`src/rtl/ee_seq_pkg.sv`:
```
package ee_seq_pkg;
  typedef enum logic [1:0] {
    ST_IDLE,
    ST_FILL,
    ST_PROG
  } seq_state_e;
endpackage

```
`src/rtl/ee_byte_latch.sv`:
```
module ee_byte_latch #(
  parameter int DEPTH = 8,
  localparam int CW = $clog2(DEPTH + 1),
  localparam int IW = $clog2(DEPTH)
) (
  input  logic          clk,
  input  logic          rst_n,
  input  logic          clr_i,
  input  logic          push_i,
  input  logic [7:0]    din_i,
  input  logic [IW-1:0] rd_idx_i,
  output logic [7:0]    rd_data_o,
  output logic [CW-1:0] cnt_o,
  output logic          ovf_o
);
  logic [7:0]    slot_q [DEPTH];
  logic [CW-1:0] cnt_q;
  logic          ovf_q;
  logic          full;

  assign full = (cnt_q == CW'(DEPTH));

  always_ff @(posedge clk or negedge rst_n) begin
    if (!rst_n) begin
      cnt_q <= '0;
      ovf_q <= 1'b0;
    end else if (clr_i) begin
      cnt_q <= '0;
      ovf_q <= 1'b0;
    end else if (push_i) begin
      if (full) ovf_q <= 1'b1;
      else      cnt_q <= cnt_q + CW'(1);
    end
  end

  always_ff @(posedge clk) begin
    if (push_i && !clr_i && !full && !ovf_q)
      slot_q[cnt_q[IW-1:0]] <= din_i;
  end

  assign rd_data_o = slot_q[rd_idx_i];
  assign cnt_o     = cnt_q;
  assign ovf_o     = ovf_q;

  AST_CNT_BOUND: assert property (@(posedge clk) disable iff (!rst_n)
    cnt_q <= CW'(DEPTH));
  AST_OVF_FROM_FULL: assert property (@(posedge clk) disable iff (!rst_n)
    $rose(ovf_q) |-> $past(cnt_q) == CW'(DEPTH));
endmodule

```
`src/rtl/ee_step_timer.sv`:
```
module ee_step_timer #(
  parameter int DIV   = 128,
  parameter int TICKS = 16,
  localparam int DW = (DIV > 1) ? $clog2(DIV) : 1,
  localparam int TW = (TICKS > 1) ? $clog2(TICKS) : 1
) (
  input  logic clk,
  input  logic rst_n,
  input  logic run_i,
  input  logic ext_i,
  input  logic ptc_i,
  output logic step_o
);
  logic [DW-1:0] div_q;
  logic [TW-1:0] tm_q;
  logic [2:0]    sync_q;
  logic          div_last, tm_last, ptc_rise;

  assign div_last = (div_q == DW'(DIV - 1));
  assign tm_last  = (tm_q == TW'(TICKS - 1));
  assign ptc_rise = sync_q[1] && !sync_q[2];

  always_ff @(posedge clk or negedge rst_n) begin
    if (!rst_n) begin
      div_q <= '0;
      tm_q  <= '0;
    end else if (!run_i) begin
      div_q <= '0;
      tm_q  <= '0;
    end else begin
      div_q <= div_last ? '0 : div_q + DW'(1);
      if (div_last) tm_q <= tm_last ? '0 : tm_q + TW'(1);
    end
  end

  always_ff @(posedge clk or negedge rst_n) begin
    if (!rst_n) sync_q <= 3'b111;
    else        sync_q <= {sync_q[1:0], ptc_i};
  end

  assign step_o = run_i && (ext_i ? ptc_rise : (div_last && tm_last));

  AST_STEP_SINGLE: assert property (@(posedge clk) disable iff (!rst_n)
    step_o |=> !step_o);
endmodule

```
`src/rtl/ee_page_sequencer.sv`:
```
module ee_page_sequencer
  import ee_seq_pkg::*;
#(
  parameter int ADDR_W     = 8,
  parameter int PAGE_BYTES = 8,
  parameter int DIV        = 128,
  parameter int TICKS      = 16
) (
  input  logic              clk,
  input  logic              rst_n,
  input  logic              addr_load_i,
  input  logic [ADDR_W-1:0] addr_i,
  input  logic              ptc_i,
  input  logic              byte_valid_i,
  input  logic [7:0]        byte_i,
  input  logic              stop_i,
  output logic              accept_o,
  output logic              busy_o,
  output logic              prog_we_o,
  output logic              prog_erase_o,
  output logic [ADDR_W-1:0] prog_addr_o,
  output logic [7:0]        prog_data_o
);
  localparam int IW = $clog2(PAGE_BYTES);
  localparam int CW = $clog2(PAGE_BYTES + 1);
  localparam int SW = $clog2(PAGE_BYTES + 2);

  function automatic logic [ADDR_W-1:0] slot_addr(input logic [ADDR_W-1:0] base,
                                                  input logic [IW-1:0] idx);
    logic [ADDR_W-1:0] a;
    a = base;
    a[IW-1:0] = base[IW-1:0] + idx;
    return a;
  endfunction

  function automatic logic [ADDR_W-1:0] page_base(input logic [ADDR_W-1:0] base);
    logic [ADDR_W-1:0] a;
    a = base;
    a[IW-1:0] = '0;
    return a;
  endfunction

  function automatic logic [SW-1:0] step_total(input logic [CW-1:0] n);
    return (n == CW'(PAGE_BYTES)) ? SW'(PAGE_BYTES + 1) : SW'(n);
  endfunction

  seq_state_e        state_q;
  logic [ADDR_W-1:0] base_q;
  logic              ext_q;
  logic [SW-1:0]     sidx_q;
  logic              we_q, erase_q;
  logic [ADDR_W-1:0] addr_q;
  logic [7:0]        data_q;

  logic [CW-1:0] cnt;
  logic          ovf, step;
  logic [7:0]    rd_data;
  logic          take_addr, take_byte, take_stop, start_prog;
  logic          is_page, erase_step, last_step;
  logic [SW-1:0] bidx_full;
  logic [IW-1:0] bidx;

  assign take_addr  = addr_load_i && (state_q != ST_PROG);
  assign take_byte  = byte_valid_i && (state_q == ST_FILL);
  assign take_stop  = stop_i && (state_q == ST_FILL);
  assign start_prog = take_stop && (cnt != '0) && !ovf;
  assign is_page    = (cnt == CW'(PAGE_BYTES));
  assign erase_step = is_page && (sidx_q == '0);
  assign bidx_full  = is_page ? sidx_q - SW'(1) : sidx_q;
  assign bidx       = bidx_full[IW-1:0];
  assign last_step  = (sidx_q == step_total(cnt) - SW'(1));

  ee_byte_latch #(.DEPTH(PAGE_BYTES)) u_latch (
    .clk       (clk),
    .rst_n     (rst_n),
    .clr_i     (take_addr),
    .push_i    (take_byte),
    .din_i     (byte_i),
    .rd_idx_i  (bidx),
    .rd_data_o (rd_data),
    .cnt_o     (cnt),
    .ovf_o     (ovf)
  );

  ee_step_timer #(.DIV(DIV), .TICKS(TICKS)) u_timer (
    .clk    (clk),
    .rst_n  (rst_n),
    .run_i  (state_q == ST_PROG),
    .ext_i  (ext_q),
    .ptc_i  (ptc_i),
    .step_o (step)
  );

  always_ff @(posedge clk or negedge rst_n) begin
    if (!rst_n) begin
      state_q <= ST_IDLE;
      base_q  <= '0;
      ext_q   <= 1'b0;
      sidx_q  <= '0;
      we_q    <= 1'b0;
      erase_q <= 1'b0;
      addr_q  <= '0;
      data_q  <= '0;
    end else begin
      we_q    <= 1'b0;
      erase_q <= 1'b0;
      case (state_q)
        ST_IDLE, ST_FILL: begin
          if (take_addr) begin
            state_q <= ST_FILL;
            base_q  <= addr_i;
            ext_q   <= !ptc_i;
            sidx_q  <= '0;
          end else if (take_stop) begin
            state_q <= start_prog ? ST_PROG : ST_IDLE;
          end
        end
        ST_PROG: begin
          if (step) begin
            if (erase_step) begin
              erase_q <= 1'b1;
              addr_q  <= page_base(base_q);
              data_q  <= '0;
            end else begin
              we_q   <= 1'b1;
              addr_q <= slot_addr(base_q, bidx);
              data_q <= rd_data;
            end
            sidx_q <= sidx_q + SW'(1);
            if (last_step) state_q <= ST_IDLE;
          end
        end
        default: state_q <= ST_IDLE;
      endcase
    end
  end

  assign busy_o       = (state_q == ST_PROG);
  assign accept_o     = (state_q == ST_FILL) && !ovf && !is_page;
  assign prog_we_o    = we_q;
  assign prog_erase_o = erase_q;
  assign prog_addr_o  = addr_q;
  assign prog_data_o  = data_q;

  AST_STROBE_EXCL: assert property (@(posedge clk) disable iff (!rst_n)
    !(we_q && erase_q));
  AST_STROBE_SINGLE: assert property (@(posedge clk) disable iff (!rst_n)
    (we_q || erase_q) |=> !(we_q || erase_q));
  AST_BUSY_FROM_STOP: assert property (@(posedge clk) disable iff (!rst_n)
    $rose(busy_o) |-> $past(stop_i));
  AST_STROBE_IN_CYCLE: assert property (@(posedge clk) disable iff (!rst_n)
    (we_q || erase_q) |-> $past(busy_o));
  AST_BUSY_IGNORES_BYTES: assert property (@(posedge clk) disable iff (!rst_n)
    (busy_o && byte_valid_i) |=> $stable(cnt));
  AST_DROP_OVERFLOW: assert property (@(posedge clk) disable iff (!rst_n)
    (state_q == ST_FILL && stop_i && !addr_load_i && ovf) |=> !busy_o);
  AST_ERASE_ALIGNED: assert property (@(posedge clk) disable iff (!rst_n)
    erase_q |-> (addr_q[IW-1:0] == '0));
endmodule

```
`config.mk`:
```
export PLATFORM = sky130hd
export DESIGN_NAME = ee_page_sequencer
export DESIGN_NICKNAME = d
export VERILOG_FILES = /design/src/rtl/ee_seq_pkg.sv /design/src/rtl/ee_byte_latch.sv /design/src/rtl/ee_step_timer.sv /design/src/rtl/ee_page_sequencer.sv
export SDC_FILE = /design/constraint.sdc
export NUM_CORES = 1
export LEC_CHECK = 0
export BUFFER_PORTS_ARGS = -buffer_cell sky130_fd_sc_hd__buf_2
export CAP_MARGIN = 20
export CORE_MARGIN = 5
export CORE_UTILIZATION = 37
export DETAILED_ROUTE_END_ITERATION = 12
export GPL_TIMING_DRIVEN = 0
export SYNTH_ARGS = -nofsm -noshare
export SYNTH_HDL_FRONTEND = slang
export SYNTH_HIERARCHICAL = 1
export SYNTH_SLANG_ARGS = --single-unit
```
`constraint.sdc`:
```
create_clock -name clk -period 8 [get_ports clk]
set_input_delay 2 -clock clk [delete_from_list [all_inputs] [get_ports clk]]
set_output_delay 2 -clock clk [all_outputs]
set_load 0.05 [all_outputs]
```
# Word level (Yosys, flattened, before mapping)
# Memories as Yosys holds them, arrays and structs flattened.
# Cells that the tools add are included.
# totals
reg_bits	52
latchBits	0
ramBits	64
mem_bits_ro	0
inputBits	22
elab_cells	99
n_memories	1
# mem_list
name	depth	width	read_ports	rd_ports_with_merged_regs	write_ports	line_no	source
u_latch.slot_q	8	8	1	0	1	ee_byte_latch.sv:16	logic [7:0] slot_q [DEPTH];
# op_classes
n_addsub	7
multipliers	0
div	0
order_cmp	0
eq_ne	13
shifts	0
n_mux	33
n_bitwise	0
n_reduce_logical	32
# ops
operator	count
2-to-1 mux 4 bit	9
logical AND 1 bit	14
2-to-1 mux 7 bit	2
adder 4 x 1 -> 4 bit (second input constant)	3
2-to-1 mux 1 bit	12
2-to-1 mux 2 bit	5
equality test 4 bit (second input constant)	2
2-to-1 mux 8 bit	1
inequality test 2 bit (second input constant)	4
case mux 4 bit (2 select lines)	1
AND reduction 2 bit	4
adder 7 x 1 -> 7 bit (second input constant)	1
equality test 7 bit (second input constant)	1
2-to-1 mux 3 bit	2
AND reduction 3 bit	2
nonzero test 2 bit	3
logical NOT 1 bit	5
equality test 4 bit	1
logical NOT 4 bit	1
inequality test 2 x 1 -> 1 bit (second input constant)	2
case mux 2 bit (2 select lines)	1
nonzero test 4 bit	1
subtractor 4 x 1 -> 4 bit (second input constant)	1
adder 3 bit	1
other kinds (6)	6

# Depth between registers and ports, before layout
# depth
word_depth	8
mapped_depth	9
mapped_depth_nobuf	8

# Cells and area by module
# The synthesis kept the hierarchy.
# modules_own_cells
mod	n_inst	cells_each	area_each_um2	seq_area_each_um2
ee_byte_latch	1	134	2801.4	2047.0
ee_page_sequencer	1	159	1574.0	825.8
ee_step_timer	1	61	635.6	354.1

# Worst setup path after synthesis
# No wires, ideal clock.
# synth_path
path_type	reg-to-output
from	reg u_latch.cnt_q[1] (netlist: u_latch/cnt_o[1])
to	out accept_o
t_arrival_ns	1.791
t_required_ns	6.000
path_slack_ns	4.209
stages_incl_launch_ff	4
path_buffers	1
path_cell_list	dfrtp_1 > buf_4 > nor4b_4 > nor3_1
# synth_between
elab_chain_cells	3
# synth_rtl
item	line_no	source
start: declaration	ee_byte_latch.sv:17	logic [CW-1:0] cnt_q;
start signal: assignment	ee_byte_latch.sv:32	else cnt_q <= cnt_q + CW'(1);
equality test 4 bit	ee_page_sequencer.sv:67	assign is_page = (cnt == CW'(PAGE_BYTES));
logical NOT 1 bit	ee_page_sequencer.sv:139	assign accept_o = (state_q == ST_FILL) && !ovf && !is_page;
logical AND 1 bit	ee_page_sequencer.sv:139	
end: declaration	ee_page_sequencer.sv:17	output logic accept_o,
# No other way between the ends.

# Worst setup path in the final report
# Ends and elaborated chain as after synthesis.

==> flow_summary_export.csv <==
group,metric,value,unit
layout,area_delta_synth_final,21.6,%
die,boundaryPins,42,
power_and_ir_drop,power_switching,0.708,mW
routing,drt_wl_total,10100,µm
cts,clk_latency,400,ps
setup_path,ff2ff_path_depth,9,
sta,period_share,0.497,
setup_path,regToRegSetupSlack,4640,ps
power_and_ir_drop,p_clk_frac,0.365,
logic_synthesis,yosysSeqAreaShare,0.644,
die,die-area,16000,µm²
place,place_congestion,0.748,
logic_synthesis,yosys.area.top_type,"edfxtp_1",
routing,vias_per_cell,4.94,
layout,nets,446,
setup_path,required,6000,ps
routing,vias,2983,
run_status,status,"completed",
layout,antenna_cells,0,
cts,clk_pin_slew,60,ps
logic_synthesis,ys_top_cells_by_count,"edfxtp_1 (64), nand2_1 (53), dfrtp_1 (49)",
setup_path,cp.arrival,1970,ps
sta,skew,7.42,ps
cts,cts_resized,0,
logic_synthesis,async_flop_share,0.448,
global_routing,grt_pass1_wl,16700,µm
logic_synthesis,syn_inst,354,
cts,ctsRootBufferMaster,"clkbuf_16",
logic_synthesis,syn_nets,385,
logic_synthesis,yosysWarnings,6,
min_path,hold_path_end,"u_timer/sync_q[1]",
setup_path,crit_type,"reg -> out",
setup_path,critPathMaxStageDelay,510,ps
sta,finalHoldViolations,0,
die,die_x,126,µm
die,rows,42,
power_and_ir_drop,p_leak,2.48,nW
logic_synthesis,synth.distinct_cells,53,
die,core-area,13200,µm²
cts,post-cts-setup-buffer-count,0,
place,dp_hpwl,6630,µm
cts,ctsHoldBuffers,0,
routing,detail-route-antenna-nets,0,
setup_path,worstReg2RegStart,"u_latch/cnt_o[1]",
power_and_ir_drop,peakVddDrop,0.180,mV
min_path,holdCritStartpoint,"u_timer/sync_q[0]",
place,place_area,5470,µm²
routing,firstDrtPassIters,4,
sta,worst_pin_slew,996,ps
setup_path,worstSetupEndpointType,"primary output",
routing,wl_per_cell,16.7,µm
power_and_ir_drop,sw_frac_of_total,0.322,
die,start_util,0.378,
min_path,hp-class,"reg -> reg",
layout,fin_util,0.460,
routing,drc_errors,0,
setup_path,worstReg2RegEnd,"prog_data_o[4]",
power_and_ir_drop,powerDensity,361,nW/µm²
global_routing,grt_max_degree,32,
logic_synthesis,synthDominantCellAreaShare,0.384,
sta,drv_slew,0,
setup_path,path_delay_family,"simple AND/OR/NAND/NOR gates",
cts,cts_tree,"yes",
logic_synthesis,synth_edf_count,64,
cts,cts_buffers,17,
sta,slew_headroom,0.334,
global_routing,antenna_found_initial,0,
logic_synthesis,syn_avg_cell_area,14.2,µm²
global_routing,grt_use_total,0.134,
power_and_ir_drop,p_int,1.49,mW
setup_path,start_kind,"flip-flop",
logic_synthesis,synth-seq-cells,116,
global_routing,grt_overflow,0,
setup_path,crit_fanout,9,
global_routing,grt_pass1_vias,3208,
die,die_y,126,µm
sta,post-route-min-period,3970,ps
cts,clock_path_buffers,2,
layout,fin_area,6100,µm²
setup_path,critPathBufInv,2,
setup_path,path_cells,"buf_4 -> nor4b_4 -> nor3_1 -> buf_2",
routing,dr.first_iter.drc_count,192,
cts,clock_sinks,116,
power_and_ir_drop,p_comb_frac,0.275,
logic_synthesis,netlist_area,5010,µm²
cts,cts_htree_levels,4,
setup_path,critPathSlowestCell,"nor4b_4",
place,portBuffers,41,
sta,setup_viol,0,
logic_synthesis,synthTopCellsByArea,"edfxtp_1 (38%), dfrtp_1 (24%), mux4_1 (8.4%)",
power_and_ir_drop,power.total,2.20,mW
job,cap_violations,0,
logic_synthesis,yosys.cell_count.top_type,"edfxtp_1",
logic_synthesis,synth_flop_cell,"edfxtp_1",
power_and_ir_drop,power_frac_seq,0.361,
sta,tns,0,ps
min_path,hold_depth,0,
layout,drive_gt1_frac,0.234,
sta,rsz0062_at_grt,"false",
sta,max_freq,252,MHz
cell families after synthesis:
logic type	synth area share
XOR/XNOR	0.0220
adder cells (fa/ha/maj)	0.0240
AO/OA/AOI/OAI	0.0554
multiplexers	0.108
buffers and inverters	0.0292
flip-flops	0.644
AND/OR/NAND/NOR	0.117
per-stage QoR:
step | instances | hold slack, ps | worst slack [ps]
final | 604 | 358 | 4030
after floorplan | 354 | 345 | 4210
after global routing | 604 | 360 | 3920
after global placement | 571 | 348 | 3590
after detailed placement | 572 | 352 | 3910
after CTS | 604 | 360 | 3980
power by group through the flow:
stage,Clock (mW),Sequential [mW],Combinational [mW]
2_1_floorplan,0,0.915,0.344
3_3_place_gp,0,0.800,0.598
3_5_place_dp,0,0.805,0.608
4_1_cts,0.819,0.795,0.611
5_1_grt,0.848,0.807,0.660
6_report,0.802,0.793,0.604
sequential cells by signal, summed over array words and instances (netlist names):
name	flops
u_latch/slot_q	64
base_q	8
prog_addr_o	8
prog_data_o	8
u_timer/div_q	7
sidx_q	4
u_latch/cnt_o	4
u_timer/tm_q	4
u_timer/sync_q	3
state_q	2
ext_q	1
prog_erase_o	1
prog_we_o	1
u_latch/ovf_o	1
cell usage in the layout, fill, tap and decap left out, types with 3 or more instances in the layout:
| master | netlist | routed |
|---|---|---|
| buf_2 | 2 | 43 |
| nand2_1 | 53 | 53 |
| clkinv_4 | 0 | 3 |
| nand2b_1 | 5 | 5 |
| inv_1 | 16 | 16 |
| a21oi_1 | 11 | 11 |
| nand3_1 | 6 | 6 |
| clkbuf_16 | 0 | 17 |
| or4_1 | 5 | 5 |
| dfstp_2 | 3 | 3 |
| inv_6 | 0 | 4 |
| o21ai_0 | 11 | 11 |
| bufinv_16 | 0 | 4 |
| xor2_1 | 6 | 6 |
| mux2_2 | 9 | 9 |
| clkbuf_1 | 5 | 6 |
| mux4_1 | 16 | 16 |
| xnor2_1 | 4 | 4 |
| edfxtp_1 | 64 | 64 |
| dfrtp_1 | 49 | 49 |
| nor2_1 | 24 | 24 |
| a22o_1 | 9 | 9 |
| ha_1 | 8 | 8 |
worst register-to-register path, cell delays in order (launching register included):
cell and delay, ps:
dfrtp_1 500, buf_4 230, nor4b_4 510, nand2_1 210, xnor2_1 170, buf_2 240
clkbuf_1 490, mux4_1 400, mux2_2 310, a22o_1 200
final cells by class:
class | instances | area [µm²]
Fill cell | 1175 | 7150
Sequential cell | 116 | 3230
Multi-Input combinational cell | 209 | 1650
Clock buffer | 18 | 429
Timing Repair Buffer | 42 | 225
Tap cell | 176 | 220
Clock inverter | 14 | 200
Buffer | 12 | 82.6
Inverter | 17 | 63.8
worst max-delay path by stage:
stage                     startpoint              endpoint  depth (start not counted)
floorplan           u_latch/cnt_o[1]              accept_o                          3
global placement        byte_valid_i  u_latch/slot_q[4][1]                          6
detailed placement      byte_valid_i  u_latch/slot_q[1][2]                          6
CTS                 u_latch/cnt_o[1]              accept_o                          4
global route        u_latch/cnt_o[1]              accept_o                          4
finish              u_latch/cnt_o[1]              accept_o                          4
per-layer routing:
metal  global-route usage  wire length [µm]  share of wire  up-vias
met4               0.0360                41         0.0041        0
met5                    0                 0              0        -
met1                0.176              4740           0.47     1492
met2                0.217              4920           0.49       47
met3               0.0429               366          0.036        5
li1                     -                 -              -     1439
Power figures use the tool's default switching activity.
